==> src/rtl/isw_pkg.sv <==
package isw_pkg;
  localparam int WORD_W = 8;
  localparam int LVL_W  = 2;
  localparam int SEL_W  = $clog2(WORD_W);

  localparam int B_IE   = 7;
  localparam int B_Z    = 6;
  localparam int B_RBSH = 5;
  localparam int B_AC   = 4;
  localparam int B_RBSL = 3;
  localparam int B_ISPH = 2;
  localparam int B_ISPL = 1;
  localparam int B_CY   = 0;

  localparam logic [WORD_W-1:0] RST_WORD = 8'h06;

  typedef struct packed {
    logic ack;
    logic brk;
    logic ret;
    logic wr;
    logic bset;
    logic bclr;
    logic eset;
    logic eclr;
  } strobe_t;
endpackage

==> src/rtl/isw_admit.sv <==
module isw_admit
  import isw_pkg::*;
(
  input  logic             pend,
  input  logic [LVL_W-1:0] lvl,
  input  logic             ie,
  input  logic [LVL_W-1:0] isp,
  output logic             accept
);
  logic lvl_ok;

  always_comb begin
    lvl_ok = (lvl <= isp);
    accept = pend & ie & lvl_ok;
  end
endmodule

==> src/rtl/isw_next.sv <==
module isw_next
  import isw_pkg::*;
(
  input  logic [WORD_W-1:0] cur,
  input  strobe_t           stb,
  input  logic              pend,
  input  logic [LVL_W-1:0]  lvl,
  input  logic [WORD_W-1:0] ret_data,
  input  logic [WORD_W-1:0] wr_data,
  input  logic [SEL_W-1:0]  bit_sel,
  output logic [WORD_W-1:0] nxt,
  output logic              load_en
);
  logic [WORD_W-1:0] sel_mask;
  logic [WORD_W-1:0] bit_word;
  logic [WORD_W-1:0] ack_word;

  for (genvar i = 0; i < WORD_W; i++) begin : g_bit
    assign sel_mask[i] = (bit_sel == SEL_W'(i));
    assign bit_word[i] = sel_mask[i] ? stb.bset : cur[i];
  end

  always_comb begin
    ack_word       = cur;
    ack_word[B_IE] = 1'b0;
    if (stb.ack && pend) begin
      ack_word[B_ISPH:B_ISPL] = lvl;
    end
  end

  always_comb begin
    nxt = cur;
    if (stb.ack || stb.brk) begin
      nxt = ack_word;
    end else if (stb.ret) begin
      nxt = ret_data;
    end else if (stb.wr) begin
      nxt = wr_data;
    end else if (stb.bset || stb.bclr) begin
      nxt = bit_word;
    end else if (stb.eset || stb.eclr) begin
      nxt[B_IE] = ~stb.eclr;
    end
    load_en = |stb;
  end
endmodule

==> src/rtl/irq_status_word.sv <==
module irq_status_word
  import isw_pkg::*;
(
  input  logic             clk,
  input  logic             rst_n,
  input  logic             irq_pend,
  input  logic [1:0]       irq_lvl,
  input  logic             ack_vec,
  input  logic             brk,
  input  logic             ie_set,
  input  logic             ie_clr,
  input  logic             wr_en,
  input  logic [7:0]       wr_data,
  input  logic             bit_set,
  input  logic             bit_clr,
  input  logic [2:0]       bit_sel,
  input  logic             ret_en,
  input  logic [7:0]       ret_data,
  output logic [7:0]       word_o,
  output logic             irq_accept,
  output logic             ie_o,
  output logic [1:0]       isp_o,
  output logic [1:0]       rbs_o,
  output logic             zf_o,
  output logic             acf_o,
  output logic             cf_o
);
  strobe_t           stb;
  logic [WORD_W-1:0] word_q;
  logic [WORD_W-1:0] word_d;
  logic              word_en;

  always_comb begin
    stb.ack  = ack_vec;
    stb.brk  = brk;
    stb.ret  = ret_en;
    stb.wr   = wr_en;
    stb.bset = bit_set;
    stb.bclr = bit_clr;
    stb.eset = ie_set;
    stb.eclr = ie_clr;
  end

  isw_next u_next (
    .cur      (word_q),
    .stb      (stb),
    .pend     (irq_pend),
    .lvl      (irq_lvl),
    .ret_data (ret_data),
    .wr_data  (wr_data),
    .bit_sel  (bit_sel),
    .nxt      (word_d),
    .load_en  (word_en)
  );

  always_ff @(posedge clk or negedge rst_n) begin
    if (!rst_n) begin
      word_q <= RST_WORD;
    end else if (word_en) begin
      word_q <= word_d;
    end
  end

  isw_admit u_admit (
    .pend   (irq_pend),
    .lvl    (irq_lvl),
    .ie     (word_q[B_IE]),
    .isp    (word_q[B_ISPH:B_ISPL]),
    .accept (irq_accept)
  );

  always_comb begin
    word_o = word_q;
    ie_o   = word_q[B_IE];
    isp_o  = word_q[B_ISPH:B_ISPL];
    rbs_o  = {word_q[B_RBSH], word_q[B_RBSL]};
    zf_o   = word_q[B_Z];
    acf_o  = word_q[B_AC];
    cf_o   = word_q[B_CY];
  end
endmodule

==> config.mk <==
export PLATFORM = sky130hd
export DESIGN_NAME = irq_status_word
export DESIGN_NICKNAME = d
export VERILOG_FILES = /design/src/rtl/isw_pkg.sv /design/src/rtl/isw_admit.sv /design/src/rtl/isw_next.sv /design/src/rtl/irq_status_word.sv
export SDC_FILE = /design/constraint.sdc
export NUM_CORES = 1
export LEC_CHECK = 0
export BUFFER_PORTS_ARGS = -buffer_cell sky130_fd_sc_hd__buf_2
export CELL_PAD_IN_SITES_DETAIL_PLACEMENT = 1
export CELL_PAD_IN_SITES_GLOBAL_PLACEMENT = 2
export CORE_ASPECT_RATIO = 1.75
export CORE_MARGIN = 2
export CORE_UTILIZATION = 27
export CTS_BUF_LIST = sky130_fd_sc_hd__clkbuf_8
export CTS_CLUSTER_DIAMETER = 100
export DETAILED_ROUTE_END_ITERATION = 7
export GPL_TIMING_DRIVEN = 0
export PLACE_DENSITY = 0.88
export SETUP_SLACK_MARGIN = 0.3
export SLEW_MARGIN = 10
export SYNTH_ARGS = -nofsm -noshare
export SYNTH_HDL_FRONTEND = slang
export SYNTH_HIERARCHICAL = 1
export SYNTH_SLANG_ARGS = --single-unit
export TNS_END_PERCENT = 10
==> constraint.sdc <==
create_clock -name clk -period 4.6 [get_ports clk]
set_clock_uncertainty 0.1 [all_clocks]
set_input_delay 0.69 -clock clk [delete_from_list [all_inputs] [get_ports clk]]
set_output_delay 0.69 -clock clk [all_outputs]
set_load 0.02 [all_outputs]
## Word-level counts from Yosys, hierarchy flattened

Index checks and enable logic that the tools add are counted.

- Bitwise operators: 4
- $add $sub $neg: 0
- Multipliers: 0
- Mux-type cells: 15
- Shift-type cells: 0
- Reductions and logical operators: 24
- Eq/ne operators: 9
- Div/mod/pow operators: 0
- Magnitude comparators: 1

Operator list:

| operator | count |
|---|---|
| AND reduction 4 bit | 7 |
| two-way mux 8 bit | 3 |
| nonzero test 3 bit | 6 |
| == test 3 bit (second input constant) | 4 |
| nonzero test 4 bit | 3 |
| two-way mux 1 bit | 10 |
| OR reduction 8 bit | 1 |
| two-way mux 7 bit | 1 |
| == test 3 x 2 -> 1 bit (second input constant) | 2 |
| != test 5 x 3 -> 1 bit (second input constant) | 1 |
| nonzero test 5 bit | 1 |
| == test 3 x 1 -> 1 bit (second input constant) | 1 |
| logical NOT 3 bit | 1 |
| logical OR 1 bit | 3 |
| AND reduction 3 bit | 1 |
| bitwise AND 1 bit | 2 |
| <= comparator 2 bit | 1 |
| two-way mux 2 bit | 1 |
| != test 2 x 1 -> 1 bit (second input constant) | 1 |
| inverter 1 bit | 2 |
| logical AND 1 bit | 1 |

- Bits of input ports: 32
- Output and inout bits: 17
- Memories kept: 0
- Flip-flop bits (word level): 8
- Memory bits (read-only): 0
- Bits in latches: 0
- RAM bits: 0
- Word-level logic and storage cells: 61

## Logic depth before layout (Yosys ltp)

Gate-level depths: netlist of the first run.

- Depth after elaboration: 6
- Mapped depth: 6
- Gate-level depth less buffers: 5

## Modules after synthesis

Netlist of the first run, hierarchy kept.

By module, submodules not included:

| module | area an instance (µm²) | cells an instance | instances |
|---|---|---|---|
| isw_next | 475.5 | 74 | 1 |
| irq_status_word | 394.1 | 25 | 1 |
| isw_admit | 53.8 | 8 | 1 |

## Worst setup path before layout of the first run

No wires, ideal clock.

- Kind: in2out
- Start: input port irq_lvl[1]
- End: output port irq_accept
- Slack: 2.355 ns
- Path buffers: 0
- Arrival: 1.455 ns
- Stages: 4
- Cells stage by stage: ha_1 -> nor2b_1 -> o21ai_1 -> and3_1

- Cells in the longest elaborated chain, start to end: 2

Ends and longest elaborated chain:

| what | line | source |
|---|---|---|
| start, declared | irq_status_word.sv:7 | `input logic [1:0] irq_lvl,` |
| <= comparator 2 bit | isw_admit.sv:13 | `lvl_ok = (lvl <= isp);` |
| bitwise AND 1 bit | isw_admit.sv:14 | `accept = pend & ie & lvl_ok;` |
| end, declared | irq_status_word.sv:20 | `output logic irq_accept,` |

No other way between the ends.

## Final worst setup path of the first run

- Start: register word_q[2] (netlist: word_o[2])
- End: output port irq_accept

- Cells in the longest elaborated chain, start to end: 2

Ends and longest elaborated chain:

| what | line | source |
|---|---|---|
| start, declared | irq_status_word.sv:29 | `logic [WORD_W-1:0] word_q;` |
| start signal, assigned | irq_status_word.sv:60 | `word_q <= word_d;` |
| <= comparator 2 bit | isw_admit.sv:13 |  |
| bitwise AND 1 bit | isw_admit.sv:14 |  |

No other way between the ends.

==> impl_metrics.tcl, run 1 <==
set metrics [dict create \
    worstHoldPathType "primary input to async pin" \
    critPathLaunchType "register" \
    yosysUniqueCellTypes 38 \
    crit_type "register to output port" \
    hold_violations 0 \
    cts_resized 0 \
    routabilityCongestion 0.842 \
    postSynthAreaPerCell_um2 8.63 \
    num_antenna_cells 0 \
    dp_hpwl_um 2400 \
    grt_pass1_wl_um 4330 \
    io_buffers 45 \
    p_leak_nw 0.645 \
    synth_edf_count 0 \
    whs_ns 0.195 \
    die_x_um 48.2 \
    fillers 427 \
    dieArea_um2 3920 \
    r2r_setup_slack_ns 3.21 \
    worst-path-buf-inv 2 \
    area_growth_pct 35.4 \
    placed_cell_area_um2 1200 \
    outcome "finished, final reports clean" \
    cts_tree "yes" \
    maxSlewViolCount 0 \
    drc_errors 0 \
    synth_ff_type "dfrtp_1" \
    hold_buffers 0 \
    slowest_stage "dfstp_2" \
    pre_cts_slack_ns 2.17 \
    rsz0062_at_grt "no" \
    postCtsSetupRepairBufs 0 \
    fin_area_um2 1250 \
    grt_pass1_vias 1016 \
    insertion_delay_ns 0.23 \
    syn_area_um2 923 \
    drive_above_1_share_pct 48.7 \
    cp.arrival_ns 1.68 \
    cts_made_buffers 3 \
    fin_crit_ns 2.47 \
    ys_seq_area_share_pct 22.0 \
    fmax_mhz 404 \
    max_cap_violations 0 \
    critPathTopFamily "flip-flops" \
    synthCells 107 \
    grt_overflow 0 \
    vias_per_cell 5.04 \
    start_util_pct 27.7 \
    dr.pass1.iters 4 \
    p_per_area_nw_per_um2 268 \
    relSlewSlack_pct 64.9 \
    ys_async_sr_fraction_pct 100 \
    layout_common_cells "buf_2 (45), nand2_1 (11), buf_4 (9)" \
    ant_nets 0 \
    grt_use_total_pct 15.0 \
    max_slew.worst_pin.slew_ns 0.524 \
    num-nets-final 191 \
    largest_reg_flops 8 \
    crit_path_end_kind "output port" \
    wl_per_cell_um 13.8 \
    core_um2 3330 \
    setup_ws_ns 2.13 \
    ys_warn_count 6 \
    root_buffer "clkbuf_8" \
    grt_max_degree 11 \
    fp-row-count 28 \
    final_cells 201 \
    ctsLongestPathBuffers 2 \
    die_y_um 81.4 \
    cpPeakStageDelay_ns 0.58 \
    finalSetupViolations 0 \
    vias 1013 \
    ir_drop_uv 97.7 \
    crit_fanout 7 \
    fin_tns_setup_ns 0 \
    placed_cells 197 \
    path_clk_slew_ns 0.04 \
    final_common_cell "buf_2" \
    wl_um 2770 \
    finalCritPeriodShare_pct 53.8 \
    htreeDepth 1 \
    boundaryPins 49 \
    synth_nets 141 \
    worst-endpoint-required_ns 3.81 \
    drtIter0Drc 20 \
    antenna_found_initial 0 \
    cp_cell_sequence "inv_1, ha_1, nor2b_1, o21ai_1, and3_1, buf_2" \
    yosys_register_bits 8 \
    clock_sinks 8 \
]
==> cell families after synthesis <==
family,share of synthesized area (%)
and+or+nand+nor,22.1
AOI/OAI and AO/OA,25.6
buffers and inverters,12.5
muxes,15.2
DFF,22.0
adders and majority gates,2.71
==> path summary, 6_finish.rpt <==
check | from | endpoint | cells after the start
setup / recovery | word_o[2] | irq_accept | 6
hold / removal | rst_n | word_o[3] | 1
min in group clk | word_o[6] | word_o[6] | 1
max in group asynchronous | rst_n | word_o[2] | 1
hold reg to reg | word_o[6] | word_o[6] | 1
setup reg to reg | word_o[2] | word_o[2] | 5
==> layer usage <==
metal,track usage [%],vias up,part of all wire (%)
li1,-,489,-
met1,15.9,493,36
met2,29.1,31,60
met3,1.33,0,4.3
met4,3.24,0,0
met5,0,-,0
==> power by group <==
group / total, mW / leakage [nW] / switching (mW) / internal [mW]
combinational: 0.152 / 0.523 / 0.0773 / 0.0744
clock: 0.0841 / 0.0269 / 0.0264 / 0.0577
sequential: 0.0986 / 0.0960 / 0.0148 / 0.0838
==> cell usage after synthesis, types with 3 or more instances <==
master,count,share of area [%]
nand2_1,11,4.5
buf_4,9,7.3
mux2_4,8,13
nor2b_1,8,5.4
o21ai_0,8,4.3
dfrtp_1,6,16
a22oi_1,4,3.3
inv_1,4,1.6
nor2_1,4,1.6
a22o_1,3,2.8
a31oi_1,3,2.0
and3_1,3,2.0
o211ai_1,3,2.4
==> worst reg2reg max path: stages, from the launching register on <==
cell and delay [ns]:
dfstp_2 0.58, mux2i_1 0.09, a22oi_1 0.18, nand2_1 0.07, a31oi_1 0.15, mux2_4 0.17
==> final cells by class <==
class	count	area [um^2]	share of cell area, %
plain buffers	13	100	8.01
repair buffers	45	225	18.0
well taps	45	56.3	4.50
clock buffers	3	41.3	3.30
multi-input cells	82	606	48.4
clock inverters	1	3.75	0.300
inverters	4	15.0	1.20
flip-flops and latches	8	203	16.2
==> through the flow <==
stage / total power [mW] / util [%]
CTS: 0.339 / 37.6
detailed placement: 0.254 / 36.2
finish: 0.334 / 37.6
floorplan: 0.198 / -
global route: 0.358 / 37.6
global placement: 0.247 / 36.2
Power figures use the tool's default switching activity.
==> run 2: changes to the inputs <==
ABC_AREA = 1   (was not set)
CORE_UTILIZATION = 22   (was 27)
PLACE_DENSITY = 0.82   (was 0.88)
clock period = 2.6 ns   (was 4.6 ns; I/O delays follow)
==> run 2 against run 1 <==
Net effect: clock power is 82% higher; clock-buffer cell count did not move; final area up 4.7%; sequential cell count unchanged; combinational power is 76% higher; utilization fell by 6.0 points; area after synthesis rose by 3.7%; power is 77% higher.
==> impl_metrics.tcl, run 2 <==
set metrics [dict create \
    insertion_delay_ns 0.22 \
    final_cells 261 \
    worst-path-buf-inv 2 \
    cpPeakStageDelay_ns 0.55 \
    ys_top_cells_by_area "nand2_1 (22%), dfrtp_1 (16%), nand3_1 (9.9%)" \
    htreeDepth 1 \
    critPathLaunchType "register" \
    boundaryPins 49 \
    critPathTopFamily "flip-flops" \
    antenna_found_initial 0 \
    worst-endpoint-required_ns 2.11 \
    outcome "finished, final reports clean" \
    dp_hpwl_um 2710 \
    ys_seq_area_share_pct 21.2 \
    max_cap_violations 0 \
    crit_start "word_o[2]" \
    io_buffers 47 \
    crit_cells 6 \
    routabilityCongestion 0.749 \
    synthCells 160 \
    cts_resized 0 \
    placed_cells 256 \
    relSlewSlack_pct 64.5 \
    vias_per_cell 4.36 \
    pre_cts_slack_ns 0.828 \
    die_x_um 53.9 \
    area_growth_pct 36.7 \
    synth_compound_area_share_pct 12.7 \
    grt_overflow 0 \
    synth_ff_type "dfrtp_1" \
    p_per_area_nw_per_um2 452 \
    vias 1138 \
    setup_ws_ns 0.604 \
    cp.arrival_ns 1.51 \
    start_util_pct 23.1 \
    layout_common_cells "nand2_1 (56), buf_2 (47), nand3_1 (19), inv_1 (16)" \
    num-nets-final 247 \
    cp_cell_sequence "inv_1, ha_1, nand2_1, nand2_1, a21oi_2, buf_2" \
    synthSimpleGateAreaFrac_pct 44.4 \
    reg2reg_from "word_o[2]" \
    num_antenna_cells 0 \
    synth_nets 194 \
    fp-row-count 31 \
    yosysUniqueCellTypes 25 \
    cts_made_buffers 3 \
    fin_crit_ns 2.00 \
    hold_violations 0 \
    grt_pass1_vias 1141 \
    synth_edf_count 0 \
    crit_fanout 5 \
    crit_type "register to output port" \
    wl_per_cell_um 12.0 \
    largest_reg_flops 8 \
    rr_worst_depth 6 \
    postSynthAreaPerCell_um2 5.98 \
    fmax_mhz 501 \
    root_buffer "clkbuf_8" \
    grt_use_total_pct 13.6 \
    synth_top_area_share_pct 22.0 \
    synth_adder_area_share_pct 2.61 \
    finalSetupViolations 0 \
    crit_top_cell "nand2_1" \
    holdPathStages 2 \
    fin_tns_setup_ns 0 \
    ys_warn_count 6 \
    crit_path_end_kind "output port" \
    grt_max_degree 11 \
    drive_above_1_share_pct 36.3 \
    worstHoldPathType "register to register" \
    finalCritPeriodShare_pct 76.8 \
    syn_area_um2 957 \
    drc_errors 0 \
    rsz0062_at_grt "no" \
    final_common_cell "nand2_1" \
    synth.largest_area_cell "nand2_1" \
    slowest_stage "dfstp_2" \
    synth_xor_area_share_pct 0 \
    p_leak_nw 0.730 \
    ant_nets 0 \
    synth_top_family_by_area "simple AND/OR/NAND/NOR gates" \
    max_slew.worst_pin.slew_ns 0.531 \
    wl_um 3140 \
    dieArea_um2 4910 \
    ys_top_cells_by_count "nand2_1 (56), nand3_1 (19), inv_1 (15)" \
    dr.pass1.iters 3 \
    cts_tree "yes" \
    core_um2 4150 \
    drtIter0Drc 6 \
    die_y_um 91.3 \
    yosys_register_bits 8 \
    path_clk_slew_ns 0.04 \
    synthMuxAreaShare_pct 0 \
    ir_drop_uv 302 \
    clock_sinks 8 \
    hold_start "word_o[2]" \
    ys_async_sr_fraction_pct 100 \
    synth_most_common_cell "nand2_1" \
    ctsLongestPathBuffers 2 \
    grt_pass1_wl_um 5110 \
    maxSlewViolCount 0 \
]
[run 2: final cells by class]
type                       instances  area, um^2
tap                               49        61.3
fill                             562        2840
sequential                         8         203
multi-input combinational        119         572
inverter                          21        81.3
clock buffer                       3        41.3
timing repair buffer              48         245
buffer                            12         101
clock inverter                     1        3.75
[run 2: path summary, 6_finish.rpt]
kind | end | slack (ns)
setup / recovery | irq_accept | 0.60
hold / removal | word_o[2] | 0.39
setup reg to reg | word_o[2] | 1.37
hold reg to reg | word_o[2] | 0.39
max in group asynchronous | word_o[2] | 1.72
min in group asynchronous | word_o[3] | 0.43
[run 2: what timing repair did]
| action | CTS | global route |
|---|---|---|
| setup buffers | 0 | 0 |
| hold buffers | 1 | 0 |
| endpoints found under the setup margin | 0 | 0 |
| hold endpoints to repair | 6 | 0 |
[run 2: metrics by stage]
stage	hold slack [ns]	total power [mW]	util (%)	cell area (um^2)
floorplan	-0.00559	0.347	-	957
finish	0.388	0.592	31.5	1310
detailed placement	0.147	0.445	30.2	1250
CTS	0.398	0.607	31.5	1310
global placement	0.144	0.440	30.2	1250
global route	0.424	0.641	31.5	1310
[run 2: cell families after synthesis]
kind of cell | after synthesis
and+or+nand+nor | 96
buffers and inverters | 33
AOI/OAI and AO/OA | 21
DFF | 8
adders and majority gates | 2
[run 2: worst register-to-register path, cell delays in order, from the launching register on]
cell,delay (ns)
dfstp_2,0.55
inv_1,0.07
o21ai_0,0.15
o21ai_0,0.10
nand2_1,0.08
nand2_1,0.05
nand2_1,0.06
[run 2: where the power goes]
| part | total (mW) | internal (mW) | leakage, nW | switching, mW |
|---|---|---|---|---|
| Sequential | 0.171 | 0.147 | 0.0902 | 0.0245 |
| Combinational | 0.267 | 0.113 | 0.612 | 0.154 |
| Clock | 0.153 | 0.102 | 0.0269 | 0.0506 |
[run 2: per-layer routing]
metal / up-vias / global-route usage (%) / part of all wire (%)
met5: - / 0 / 0
met4: 0 / 4.49 / 0.64
met3: 2 / 0.493 / 2.4
met2: 16 / 25.2 / 57
met1: 511 / 15.6 / 40
li1: 609 / - / -
==> run 3: changes to the inputs <==
clock period = 1.9 ns   (was 2.6 ns; I/O delays follow)
==> run 3 against run 2 <==
Net effect: critical path depth shrank 1; global-route usage grew 1.6 points; hold slack lost 0.062 ns; utilization grew 1.3 points; power grew 45%; final cell count grew 0.77%; clock power grew 41%; final area grew 4.1%; clock-buffer cell count is the same; sequential share of layout area shrank 0.61 points; sequential power grew 39%; critical path type unchanged; highest routed layer unchanged.
==> impl_metrics.tcl, run 3 (synthesized netlist as in run 2, its figures left out) <==
set metrics [dict create \
    outcome "finished, final reports clean" \
    root_buffer "clkbuf_8" \
    crit_start "word_o[2]" \
    hold_violations 0 \
    final_common_cell "nand2_1" \
    critPathLaunchType "register" \
    fp-row-count 31 \
    fin_area_um2 1360 \
    swShare_pct 40.0 \
    dr.pass1.iters 2 \
    r2r_setup_slack_ns 0.52 \
    rsz0062_at_grt "yes" \
    ctsLongestPathBuffers 2 \
    maxSlewViolCount 0 \
    drtIter0Drc 11 \
    wl_per_cell_um 12.7 \
    die_y_um 91.3 \
    max_cap_violations 0 \
    ant_nets 0 \
    slowest_stage "dfstp_2" \
    finalCritPeriodShare_pct 93.9 \
    grt_max_degree 11 \
    clkPwrFrac_pct 25.2 \
    dp_hpwl_um 2800 \
    register_area_um2 203 \
    grt_overflow 0 \
    wl_met2_um 2030 \
    largest_reg_flops 8 \
    worst-path-buf-inv 2 \
    cp_cell_sequence "inv_2, ha_4, nand2_4, a21oi_4, buf_6" \
    p_int_uw 517 \
    grt_pass1_wl_um 5550 \
    vias 1203 \
    io_buffers 47 \
    start_util_pct 23.1 \
    die_x_um 53.9 \
    clock_sinks 8 \
    cp.arrival_ns 1.40 \
    worstHoldPathType "primary input to async pin" \
    grt_pass1_vias 1236 \
    p_leak_nw 0.745 \
    wl_um 3340 \
    core_um2 4150 \
    fin_tns_setup_ns 0 \
    switching_power_uw 344 \
    p_seq_share_pct 27.5 \
    drive_above_1_share_pct 39.3 \
    num_antenna_cells 0 \
    crit_path_end "irq_accept" \
    htreeDepth 1 \
    p_per_area_nw_per_um2 632 \
    rr_worst_depth 8 \
    finalSetupViolations 0 \
    reg2reg_from "word_o[2]" \
    routabilityCongestion 0.756 \
    wl_met1_um 1190 \
    insertion_delay_ns 0.23 \
    power_frac_comb_pct 47.3 \
    boundaryPins 49 \
    drc_errors 0 \
    antenna_found_initial 0 \
    fmax_mhz 561 \
    worst-endpoint-required_ns 1.51 \
    num-nets-final 249 \
    multi_input_area_um2 604 \
    relSlewSlack_pct 65.2 \
    cts_made_buffers 3 \
    routed-wl-met3_um 83 \
    cpPeakStageDelay_ns 0.53 \
    power_uw 860 \
    layout_common_cells "nand2_1 (53), buf_2 (46), nand3_1 (19), inv_1 (15), buf_4 (12)" \
    ir_drop_uv 404 \
    dieArea_um2 4910 \
    crit_cells 5 \
    reg2reg_to "word_o[2]" \
    cts_tree "yes" \
    vias_per_cell 4.57 \
    crit_path_end_kind "output port" \
    critPathTopFamily "flip-flops" \
    path_clk_slew_ns 0.04 \
    crit_fanout 2 \
    area_growth_pct 42.4 \
    fin_crit_ns 1.78 \
    placed_cell_area_um2 1280 \
    maxUsedRoutingLayer "met4" \
    fillers 563 \
    grt_use_total_pct 15.2 \
    max_slew.worst_pin.slew_ns 0.520 \
    crit_type "register to output port" \
]
[run 3: changes by cell type in the layout (fill, tap and decap cells not counted), sizes merged]
cell  before  now
buf       59   61
[run 3: worst min path at each step]
stage | to | slack [ns] | depth (start not counted)
2_1_floorplan | word_o[0] | -0.11 | 0
3_3_place_gp | word_o[7] | 0.04 | 1
3_5_place_dp | word_o[6] | 0.04 | 1
4_1_cts | word_o[6] | 0.33 | 2
5_1_grt | word_o[6] | 0.35 | 2
6_report | word_o[7] | 0.33 | 2
[run 3: area by class of cell]
class                   instances  share of cell area (%)
well taps                      49                    4.50
clock buffers                   3                    3.03
inverters                      21                    5.97
multi-input cells             119                    44.4
clock inverters                 1                   0.275
repair buffers                 50                    19.6
flip-flops and latches          8                    14.9
plain buffers                  12                    7.44
[run 3: timing repair]
item / 4_1_cts / 5_1_grt
gates resized for setup: 5 / 0
pin swaps: 3 / 0
hold endpoints to repair: 6 / 0
endpoints found under the setup margin: 1 / 1
hold buffers: 1 / 0
buffers inserted: 1 / 1
[run 3: metrics by stage]
stage / setup slack [ns] / util (%) / std cells / hold slack, ns
after global placement: 0.250 / 30.8 / 256 / 0.0352
after floorplan: 0.300 / - / 160 / -0.111
final: 0.116 / 32.8 / 263 / 0.327
after CTS: 0.111 / 32.7 / 262 / 0.330
after global routing: 0.0600 / 32.8 / 263 / 0.349
after detailed placement: 0.236 / 30.8 / 256 / 0.0360
[run 3: power by group through the flow]
stage	sequential (mW)	clock (mW)	combinational [mW]
6_report	0.237	0.216	0.407
5_1_grt	0.243	0.231	0.451
4_1_cts	0.239	0.221	0.410
3_5_place_dp	0.243	0	0.385
3_3_place_gp	0.243	0	0.378
2_1_floorplan	0.262	0	0.223
[run 3: routing by layer]
metal	vias to the layer above	global-route usage, %
li1	613	-
met1	563	15.2
met2	22	30.4
met3	5	1.97
met4	0	3.21
met5	-	0
